==> src/rtl/alc_pkg.sv <==
`timescale 1ns/1ps
package alc_pkg;

   // Controller phases of the lookup engine.
   typedef enum logic [1:0] {
      CS_IDLE   = 2'd0,
      CS_LOOKUP = 2'd1,
      CS_REFILL = 2'd2
   } ctl_state_e;

   // Width of a way index; one bit is kept even for a single way.
   function automatic int unsigned way_idx_w(input int unsigned ways);
      return (ways > 1) ? $clog2(ways) : 1;
   endfunction

endpackage

==> src/rtl/alc_way_store.sv <==
`timescale 1ns/1ps
// Storage of one way: valid bits, tags and data words, one entry per set.
module alc_way_store #(
   parameter int unsigned SET_W  = 2,
   parameter int unsigned TAG_W  = 3,
   parameter int unsigned DATA_W = 32
) (
   input  logic              clk,
   input  logic              rst_n,
   input  logic [SET_W-1:0]  rd_idx,
   output logic              rd_valid,
   output logic [TAG_W-1:0]  rd_tag,
   output logic [DATA_W-1:0] rd_data,
   input  logic              wr_en,
   input  logic [SET_W-1:0]  wr_idx,
   input  logic [TAG_W-1:0]  wr_tag,
   input  logic [DATA_W-1:0] wr_data
);
   localparam int unsigned SETS = 1 << SET_W;

   logic [SETS-1:0]   valid_q;
   logic [TAG_W-1:0]  tag_q  [SETS];
   logic [DATA_W-1:0] data_q [SETS];

   // Only the valid bits need a reset; tag and data are qualified by them.
   always_ff @(posedge clk or negedge rst_n) begin
      if (!rst_n) begin
         valid_q <= '0;
      end else if (wr_en) begin
         valid_q[wr_idx] <= 1'b1;
      end
   end

   always_ff @(posedge clk) begin
      if (wr_en) begin
         tag_q[wr_idx]  <= wr_tag;
         data_q[wr_idx] <= wr_data;
      end
   end

   assign rd_valid = valid_q[rd_idx];
   assign rd_tag   = tag_q[rd_idx];
   assign rd_data  = data_q[rd_idx];

   // a fill leaves the entry valid and holding the written tag.
   a_r4_fill_valid: assert property (@(posedge clk) disable iff (!rst_n)
      wr_en |=> (valid_q[$past(wr_idx)] && (tag_q[$past(wr_idx)] == $past(wr_tag))));

endmodule

==> src/rtl/alc_tag_match.sv <==
`timescale 1ns/1ps
// Parallel tag compare over all ways of the indexed set and AND-OR data select.
module alc_tag_match #(
   parameter int unsigned WAYS   = 2,
   parameter int unsigned TAG_W  = 3,
   parameter int unsigned DATA_W = 32,
   parameter int unsigned WAY_W  = 1
) (
   input  logic [WAYS-1:0]             way_valid,
   input  logic [WAYS-1:0][TAG_W-1:0]  way_tag,
   input  logic [WAYS-1:0][DATA_W-1:0] way_data,
   input  logic [TAG_W-1:0]            look_tag,
   output logic [WAYS-1:0]             hit_vec,
   output logic                        hit,
   output logic [WAY_W-1:0]            hit_way,
   output logic [DATA_W-1:0]           hit_data
);
   genvar g;
   for (g = 0; g < WAYS; g++) begin : g_cmp
      assign hit_vec[g] = way_valid[g] && (way_tag[g] == look_tag);
   end

   assign hit = |hit_vec;

   // At most one way matches, so OR-combining the qualified words is a mux.
   always_comb begin
      hit_data = '0;
      hit_way  = '0;
      for (int w = 0; w < WAYS; w++) begin
         if (hit_vec[w]) begin
            hit_data = hit_data | way_data[w];
            hit_way  = hit_way | WAY_W'(w);
         end
      end
   end

endmodule

==> src/rtl/alc_replace.sv <==
`timescale 1ns/1ps
// Victim choice per set: empty ways first, otherwise the least recently used way.
module alc_replace #(
   parameter int unsigned WAYS  = 2,
   parameter int unsigned SET_W = 2,
   parameter int unsigned WAY_W = 1
) (
   input  logic              clk,
   input  logic              rst_n,
   input  logic [SET_W-1:0]  idx,
   input  logic [WAYS-1:0]   set_valid,
   input  logic              touch_en,
   input  logic [SET_W-1:0]  touch_idx,
   input  logic [WAY_W-1:0]  touch_way,
   output logic [WAY_W-1:0]  victim_way
);
   localparam int unsigned SETS = 1 << SET_W;

   if (WAYS == 1) begin : g_direct
      // Placement is fixed by the index: the only way is always the victim.
      logic unused_repl;
      assign unused_repl = ^{clk, rst_n, idx, set_valid, touch_en, touch_idx, touch_way};
      assign victim_way  = '0;
   end else begin : g_lru2
      // Bit per set names the way to evict next.
      logic [SETS-1:0] lru_q;

      always_ff @(posedge clk or negedge rst_n) begin
         if (!rst_n) begin
            lru_q <= '0;
         end else if (touch_en) begin
            lru_q[touch_idx] <= ~touch_way[0];
         end
      end

      always_comb begin
         if (!set_valid[0]) begin
            victim_way = WAY_W'(0);
         end else if (!set_valid[1]) begin
            victim_way = WAY_W'(1);
         end else begin
            victim_way = WAY_W'(lru_q[idx]);
         end
      end

      // the touched way is never the next victim of its set.
      a_r6_lru_flip: assert property (@(posedge clk) disable iff (!rst_n)
         touch_en |=> (lru_q[$past(touch_idx)] != $past(touch_way[0])));
   end

endmodule

==> src/rtl/assoc_lru_cache.sv <==
`timescale 1ns/1ps
module assoc_lru_cache
   import alc_pkg::*;
#(
   parameter int unsigned ADDR_W = 7,
   parameter int unsigned DATA_W = 32,
   parameter int unsigned OFF_W  = 2,
   parameter int unsigned SET_W  = 2,
   parameter int unsigned WAYS   = 2,
   parameter int unsigned CNT_W  = 16
) (
   input  logic                    clk,
   input  logic                    rst_n,
   input  logic                    req_valid,
   input  logic [ADDR_W-1:0]       req_addr,
   output logic                    req_ready,
   output logic                    rsp_valid,
   output logic                    rsp_hit,
   output logic [DATA_W-1:0]       rsp_data,
   output logic                    mem_req_valid,
   output logic [ADDR_W-OFF_W-1:0] mem_req_addr,
   input  logic                    mem_rsp_valid,
   input  logic [DATA_W-1:0]       mem_rsp_data,
   output logic [CNT_W-1:0]        hit_count,
   output logic [CNT_W-1:0]        miss_count
);
   localparam int unsigned WORD_W = ADDR_W - OFF_W;
   localparam int unsigned TAG_W  = WORD_W - SET_W;
   localparam int unsigned WAY_W  = way_idx_w(WAYS);

   // Elaboration-time parameter checks.
   if (WAYS < 1 || WAYS > 2) begin : g_chk_ways
      $error("assoc_lru_cache: WAYS must be 1 or 2");
   end
   if (OFF_W < 1) begin : g_chk_off
      $error("assoc_lru_cache: OFF_W must be at least 1");
   end
   if (SET_W < 1) begin : g_chk_set
      $error("assoc_lru_cache: SET_W must be at least 1");
   end
   if (ADDR_W <= OFF_W + SET_W) begin : g_chk_tag
      $error("assoc_lru_cache: address leaves no tag bits");
   end

   ctl_state_e              state_q;
   logic [WORD_W-1:0]       word_q;
   logic [WAY_W-1:0]        victim_q;
   logic [SET_W-1:0]        set_idx;
   logic [TAG_W-1:0]        look_tag;

   logic [WAYS-1:0]             way_valid;
   logic [WAYS-1:0][TAG_W-1:0]  way_tag;
   logic [WAYS-1:0][DATA_W-1:0] way_data;
   logic [WAYS-1:0]             way_wr;
   logic [WAYS-1:0]             hit_vec;
   logic                        hit;
   logic [WAY_W-1:0]            hit_way;
   logic [DATA_W-1:0]           hit_data;
   logic [WAY_W-1:0]            victim_way;

   logic                        fill_now;
   logic                        hit_now;
   logic                        miss_now;
   logic                        touch_en;
   logic [WAY_W-1:0]            touch_way;

   // The byte offset selects nothing inside a one-word block.
   logic unused_off;
   assign unused_off = ^req_addr[OFF_W-1:0];

   assign set_idx  = word_q[SET_W-1:0];
   assign look_tag = word_q[WORD_W-1:SET_W];

   assign req_ready = (state_q == CS_IDLE);
   assign hit_now   = (state_q == CS_LOOKUP) && hit;
   assign miss_now  = (state_q == CS_LOOKUP) && !hit;
   assign fill_now  = (state_q == CS_REFILL) && mem_rsp_valid;
   assign touch_en  = hit_now || fill_now;
   assign touch_way = hit_now ? hit_way : victim_q;

   // Way storage, one instance per way.
   genvar gw;
   for (gw = 0; gw < WAYS; gw++) begin : g_way
      assign way_wr[gw] = fill_now && (victim_q == WAY_W'(gw));

      alc_way_store #(
         .SET_W  (SET_W),
         .TAG_W  (TAG_W),
         .DATA_W (DATA_W)
      ) store_i (
         .clk      (clk),
         .rst_n    (rst_n),
         .rd_idx   (set_idx),
         .rd_valid (way_valid[gw]),
         .rd_tag   (way_tag[gw]),
         .rd_data  (way_data[gw]),
         .wr_en    (way_wr[gw]),
         .wr_idx   (set_idx),
         .wr_tag   (look_tag),
         .wr_data  (mem_rsp_data)
      );
   end

   alc_tag_match #(
      .WAYS   (WAYS),
      .TAG_W  (TAG_W),
      .DATA_W (DATA_W),
      .WAY_W  (WAY_W)
   ) match_i (
      .way_valid (way_valid),
      .way_tag   (way_tag),
      .way_data  (way_data),
      .look_tag  (look_tag),
      .hit_vec   (hit_vec),
      .hit       (hit),
      .hit_way   (hit_way),
      .hit_data  (hit_data)
   );

   alc_replace #(
      .WAYS  (WAYS),
      .SET_W (SET_W),
      .WAY_W (WAY_W)
   ) repl_i (
      .clk        (clk),
      .rst_n      (rst_n),
      .idx        (set_idx),
      .set_valid  (way_valid),
      .touch_en   (touch_en),
      .touch_idx  (set_idx),
      .touch_way  (touch_way),
      .victim_way (victim_way)
   );

   // Controller: accept, look up, then either answer or refill.
   always_ff @(posedge clk or negedge rst_n) begin
      if (!rst_n) begin
         state_q       <= CS_IDLE;
         word_q        <= '0;
         victim_q      <= '0;
         rsp_valid     <= 1'b0;
         rsp_hit       <= 1'b0;
         rsp_data      <= '0;
         mem_req_valid <= 1'b0;
         mem_req_addr  <= '0;
         hit_count     <= '0;
         miss_count    <= '0;
      end else begin
         rsp_valid <= 1'b0;
         unique case (state_q)
            CS_IDLE: begin
               if (req_valid) begin
                  word_q  <= req_addr[ADDR_W-1:OFF_W];
                  state_q <= CS_LOOKUP;
               end
            end
            CS_LOOKUP: begin
               if (hit) begin
                  rsp_valid <= 1'b1;
                  rsp_hit   <= 1'b1;
                  rsp_data  <= hit_data;
                  hit_count <= hit_count + 1'b1;
                  state_q   <= CS_IDLE;
               end else begin
                  victim_q      <= victim_way;
                  mem_req_valid <= 1'b1;
                  mem_req_addr  <= word_q;
                  miss_count    <= miss_count + 1'b1;
                  state_q       <= CS_REFILL;
               end
            end
            CS_REFILL: begin
               if (mem_rsp_valid) begin
                  mem_req_valid <= 1'b0;
                  rsp_valid     <= 1'b1;
                  rsp_hit       <= 1'b0;
                  rsp_data      <= mem_rsp_data;
                  state_q       <= CS_IDLE;
               end
            end
            default: state_q <= CS_IDLE;
         endcase
      end
   end

   // tags in a set are unique, so at most one way can match.
   a_r3_single_hit: assert property (@(posedge clk) disable iff (!rst_n)
      (state_q == CS_LOOKUP) |-> $onehot0(hit_vec));

   // the refill request holds with a stable address until answered.
   a_r4_req_hold: assert property (@(posedge clk) disable iff (!rst_n)
      (mem_req_valid && !mem_rsp_valid) |=> (mem_req_valid && $stable(mem_req_addr)));

   // a valid way is never overwritten while its set still has an empty way.
   a_r5_empty_first: assert property (@(posedge clk) disable iff (!rst_n)
      fill_now |-> !(way_valid[victim_q] && !(&way_valid)));

   // the hit counter moves only together with a hit response.
   a_r9_hit_step: assert property (@(posedge clk) disable iff (!rst_n)
      (hit_count != $past(hit_count)) |-> (rsp_valid && rsp_hit));

   // the miss counter moves only when a refill request starts.
   a_r9_miss_step: assert property (@(posedge clk) disable iff (!rst_n)
      (miss_count != $past(miss_count)) |-> (mem_req_valid && !$past(mem_req_valid)));

   // each response is a single-cycle pulse.
   a_r10_rsp_pulse: assert property (@(posedge clk) disable iff (!rst_n)
      rsp_valid |=> !rsp_valid);

endmodule

==> config.mk <==
export PLATFORM = sky130hd
export DESIGN_NAME = assoc_lru_cache
export DESIGN_NICKNAME = d
export VERILOG_FILES = /design/src/rtl/alc_pkg.sv /design/src/rtl/alc_way_store.sv /design/src/rtl/alc_tag_match.sv /design/src/rtl/alc_replace.sv /design/src/rtl/assoc_lru_cache.sv
export SDC_FILE = /design/constraint.sdc
export NUM_CORES = 1
export LEC_CHECK = 0
export BUFFER_PORTS_ARGS = -buffer_cell sky130_fd_sc_hd__buf_2
export CORE_ASPECT_RATIO = 0.75
export CORE_MARGIN = 4
export CORE_UTILIZATION = 45
export DETAILED_ROUTE_END_ITERATION = 16
export PLACE_DENSITY = 0.6
export REMOVE_ABC_BUFFERS = 1
export SYNTH_ARGS = -nofsm -noshare
export SYNTH_HDL_FRONTEND = slang
export SYNTH_SLANG_ARGS = --single-unit
==> constraint.sdc <==
create_clock -name clk -period 4.5 [get_ports clk]
set_input_delay 0.9 -clock clk [delete_from_list [all_inputs] [get_ports clk]]
set_output_delay 0.9 -clock clk [all_outputs]
set_load 0.1 [all_outputs]
; ---- After elaboration in Yosys (flattened, before gate mapping)
; Memories as Yosys holds them, arrays and structs flattened.
; Index checks and enable logic that the tools add are counted.
[word_totals]
mem_bits_rw = 280
out_inout_bits = 73
n_memories = 4
input_bits = 43
register_bits = 92
[op_classes]
magnitude_cmp = 2
reduce_logical = 17
n_eq_ne = 8
n_mux = 34
bitwise_logic = 6
n_addsub = 2
[mem_list]
columns = memory, words, word_bits, rd, rd_ports_with_merged_regs, wr, line_no
row1 = g_way[0].store_i.data_q, 4, 32, 1, 0, 1, alc_way_store.sv:23  ; logic [DATA_W-1:0] data_q [SETS];
row2 = g_way[1].store_i.data_q, 4, 32, 1, 0, 1, alc_way_store.sv:23
row3 = g_way[0].store_i.tag_q, 4, 3, 1, 0, 1, alc_way_store.sv:22  ; logic [TAG_W-1:0] tag_q [SETS];
row4 = g_way[1].store_i.tag_q, 4, 3, 1, 0, 1, alc_way_store.sv:22
[op_table]
columns = op, n
row1 = $mux W32, 4
row2 = $pmux W32 S2, 1
row3 = $add A16 B1 Y16 const B, 2
row4 = $or A32 B32 Y32, 1
row5 = $mux W1, 17
row6 = $ne A2 B2 Y1 const B, 4
row7 = $or A4 B4 Y4, 2
row8 = $reduce_and A2 Y1, 4
row9 = $logic_and A1 B1 Y1, 7
row10 = $bmux W1 S2, 3
row11 = $eq A3 B3 Y1, 2
row12 = $mux W2, 3
row13 = $pmux W1 S2, 3
row14 = $pmux W2 S3, 1
row15 = $reduce_and A3 Y1, 2
row16 = $bwmux W4, 1
row17 = $lt A2 B3 Y1 const B, 1
row18 = $not A1 Y1, 3
row19 = $demux W1 S2, 1
row20 = $eq A2 B1 Y1 const B, 1
row21 = $eq A2 B2 Y1 const B, 1
row22 = $ge A2 B1 Y1 const B, 1
row23 = $logic_not A2 Y1, 1
row24 = $reduce_bool A2 Y1, 1
row25 = 2 further kinds, 2

; ---- Logic depth before layout (Yosys ltp)
[depth]
word_depth = 8
mapped_depth = 10

; ---- Cells and area by module
; A second synthesis with hierarchy kept.
[unflattened]
cells_unflattened = 790
area_unflattened_um2 = 14973.1
[modules_own_cells]
columns = module, cells_per_inst, n_inst, area_each_um2
row1 = alc_way_store, 197, 2, 5285.1
row2 = assoc_lru_cache, 325, 1, 3723.6
row3 = alc_tag_match, 50, 1, 449.2
row4 = alc_replace, 21, 1, 230.2

; ---- Worst setup path before layout
; No wires, ideal clock.
[synth_timing]
kind = register -> register
start = register word_q[0]
end = memory g_way[1].store_i.data_q[0][0], enable pin
period_less_slack_ns = 4.106
slack_ns = 0.394
n_path_buf = 4
path_stages_with_launch = 6
required_ns = 4.028
arrival_time_ns = 3.634
path_cell_list = dfrtp_1 buf_6 buf_4 buf_2 clkbuf_1 nor3_1
[synth_lines]
columns = item, line_no
row1 = from (decl), assoc_lru_cache.sv:46  ; logic [WORD_W-1:0] word_q;
row2 = from (signal assigned), assoc_lru_cache.sv:153  ; word_q <= req_addr[ADDR_W-1:OFF_W];
row3 = to (decl), alc_way_store.sv:23
; No word-level cell before the write port.

; ---- Worst setup path in the final report
[layout_timing]
start = register word_q[1]
end = register rsp_data[26]
[layout_via]
elab_chain_len = 8
[layout_rtl]
columns = item, line_no
row1 = $mem_v2 Z4 W3 or $bmux W1 S2 (tied branches), n/a
row2 = $eq A3 B3 Y1 or $mux W1 (tied branches), "alc_tag_match.sv:20, alc_way_store.sv:41"
row3 = $logic_and A1 B1 Y1, alc_tag_match.sv:20  ; assign hit_vec[g] = way_valid[g] && (way_tag[g] == look_tag);
row4 = $mux W32, alc_tag_match.sv:30  ; if (hit_vec[w]) begin
row5 = $or A32 B32 Y32, alc_tag_match.sv:31  ; hit_data = hit_data | way_data[w];
row6 = $mux W32, alc_tag_match.sv:30
row7 = $mux W32, assoc_lru_cache.sv:158  ; if (hit) begin
row8 = $pmux W32 S2, assoc_lru_cache.sv:150  ; unique case (state_q)
row9 = to (signal assigned), assoc_lru_cache.sv:161  ; rsp_data <= hit_data;
row10 = to (signal assigned), assoc_lru_cache.sv:177  ; rsp_data <= mem_rsp_data;
row11 = to (decl), assoc_lru_cache.sv:19  ; output logic [DATA_W-1:0] rsp_data,
; Several ways; a longest one is shown, not always the timed one. The select of a mux whose other input is x is not followed.
; A chain may end at the register's enable or synchronous reset.

==> reports/qor.yml <==
finish:
  nets: 979
  syn_to_final_growth_pct: 16.6
  final_util: 0.538
  antenna_cells: 0
  design_area_um2: 17000
  final_cell_count_no_fill: 1395
  drive_gt1_frac: 0.323
sta:
  fin_crit_sh: 0.723
  rsz0062_at_grt: "false"
  finalSetupTns_ns: 0
  finalSetupViolations: 0
  skew_ns: 0.0117
  tightest_slew_ns: 0.828
  finalHoldViolCount: 0
  drv_slew: 0
  min_period_ns: 3.26
  fmax_ghz: 0.307
  fin_hold_ws_ns: 0.311
  slew_headroom: 0.448
die:
  dieArea_um2: 35500
  die_w_um: 216
  fp.coreArea_um2: 31700
  fp.dieH_um: 164
  ioPinCount: 116
  start_util: 0.461
  rows: 56
clock_network:
  htreeDepth: 2
  postCtsSetupBuffers: 0
  clk_latency_ns: 0.53
  root_buffer: "clkbuf_16"
  ctsResizeCount: 0
  cts.sinks: 372
  cts_tree: "done"
  clock_path_buffers: 3
  cts-buffers-inserted: 37
  clkSlewWorstSetupHoldPaths_ns: 0.06
  ctsHoldBuffers: 0
global_routing:
  antenna_found_initial: 2
  grt_overflow: 0
  grt_max_degree: 54
  grt_pass1_vias: 7845
  grt_pass1_wl_um: 47000
  grtUsageTotal: 0.174
routing:
  ant_nets: 0
  num_vias: 7593
  wirelength_um: 30300
  initialDrtViolationCount: 435
  drt_pass1_iterations: 4
  avgViaCountPerCell: 5.44
  wl_per_cell_um: 21.7
  route.detailed.drc: 0
pwr:
  vdd_drop_max_mv: 0.392
  power_density_nw_per_um2: 704
  power_leakage_uw: 0.00608
synthesis:
  synth_edf_count: 280
  avgSynthCellArea_um2: 18.3
  netlist_area_um2: 14600
  yosysMostFrequentCell: "edfxtp_1"
  yosys.area.top_type: "edfxtp_1"
  ys_seq_elements: 372
  yosysWarnings: 0
  synth_cell_types: 39
  synth_ff_type: "edfxtp_1"
  syn_inst: 798
  synth.top_cells.by_count: "edfxtp_1 (280), dfrtp_1 (92), mux4_2 (73), nor2_1 (46), a21oi_1 (37)"
  synth_top_cell_area_share: 0.575
  ys_seq_area_frac: 0.733
  synth_area_leaders: "edfxtp_1 (58%), dfrtp_1 (16%), mux4_2 (11%)"
  ys_async_sr_fraction: 0.247
worst_setup_path:
  critPathKind: "flop to flop"
  required_ns: 4.95
  start_kind: "flop"
  endpoint_kind: "flop"
  crit_arrival_ns: 3.70
  cp_max_fo: 53
place:
  place_congestion: 0.726
  place_area_um2: 15800
  dp_cells: 1327
  port_buffers: 113
  dp_hpwl_um: 17000
run_status:
  status: "complete, no violations"
worst_hold_path:
  hp-class: "input port to async pin"
flow_run:
  cap_viol_max_count: 0
-- registers in the layout, summed over array words and instances (netlist names) --
signal and cells:
mem_req_valid 1, miss_count 16, hit_count 16, rsp_data 32, rsp_hit 1, repl_i.g_lru2.lru_q 4, g_way.store_i.valid_q 8, word_q 5
g_way.store_i.data_q 256, rsp_valid 1, mem_req_addr 5, victim_q 1, state_q 2, g_way.store_i.tag_q 24
-- layout by cell type (no fill, tap or decap), drive strengths merged --
cell type and count:
a21oi 37, a221o 4, a221oi 32, a41oi 1, and2 7, and3 3
and4 1, buf 135, bufinv 3, clkbuf 50, clkinv 12, clkinvlp 2
dfrtp 92, edfxtp 280, ha 5, inv 10, mux2 12, mux2i 1
mux4 73, nand2 16, nand2b 3, nand3 15, nand4 12, nor2 46
nor2b 36, nor3 12, nor4 5, nor4b 1, o21a 2, o21ai 5
o22ai 1, o2bb2ai 1, or2 9, xnor2 18, xor2 18
-- layout make-up --
| cell class | count | area [µm²] |
|---|---|---|
| fill | 2622 | 14600 |
| tap | 435 | 544 |
| inverter | 9 | 33.8 |
| timing repair buffer | 135 | 771 |
| multi-input combinational | 376 | 3750 |
| sequential | 372 | 10700 |
| clock buffer | 50 | 1060 |
| clock inverter | 18 | 168 |
-- where the power goes --
part / internal [µW] / leakage [µW] / total (µW) / switching (µW)
Sequential: 4160 / 0.00366 / 4580 / 423
Combinational: 1340 / 0.00182 / 4320 / 2990
Clock: 1830 / 0.000600 / 3100 / 1270
-- worst paths after layout --
| path | start | endpoint | slack, ns | depth (start not counted) |
|---|---|---|---|---|
| max reg2reg | word_q[1] | rsp_data[26] | 1.24 | 7 |
| min reg2reg | miss_count[15] | miss_count[15] | 0.46 | 1 |
| min | rst_n | rsp_data[9] | 0.31 | 1 |
| min in group clk | miss_count[15] | miss_count[15] | 0.46 | 1 |
| max | word_q[1] | rsp_data[26] | 1.24 | 7 |
| max in group asynchronous | rst_n | word_q[1] | 3.18 | 2 |
-- critical path: stages, from the launching register on --
cell and delay [ns]:
dfrtp_4 0.95, mux4_2 0.44, xnor2_2 0.21, nand4_1 0.61
buf_4 0.45, nor2b_1 0.21, a221oi_1 0.09, a21oi_1 0.18
-- metrics by stage --
stage,setup WS [ns],total power [µW]
finish,1.24,12000
CTS,1.20,12200
global route,1.07,12600
detailed placement,1.21,9050
global placement,1.30,9000
floorplan,-2.43,8110
-- metal layers --
layer  share of wire  vias up  GRT usage
li1                -     3422          -
met1            0.46     3956      0.257
met2            0.47      172      0.273
met3           0.050       39     0.0318
met4           0.016        4     0.0416
met5         0.00053        -          0
-- cells by family (layout without fill, tap and decap cells) --
group | count (synthesis) | after routing | synth area share
AOI/OAI and AO/OA | 83 | 83 | 0.0390
buffers and inverters | 50 | 212 | 0.0157
adders and majority gates | 5 | 5 | 0.00428
xor gates and xnor gates | 36 | 36 | 0.0236
and+or+nand+nor | 166 | 166 | 0.0622
muxes | 86 | 86 | 0.122
DFF | 372 | 372 | 0.733
(Power assumes the default switching activity.)
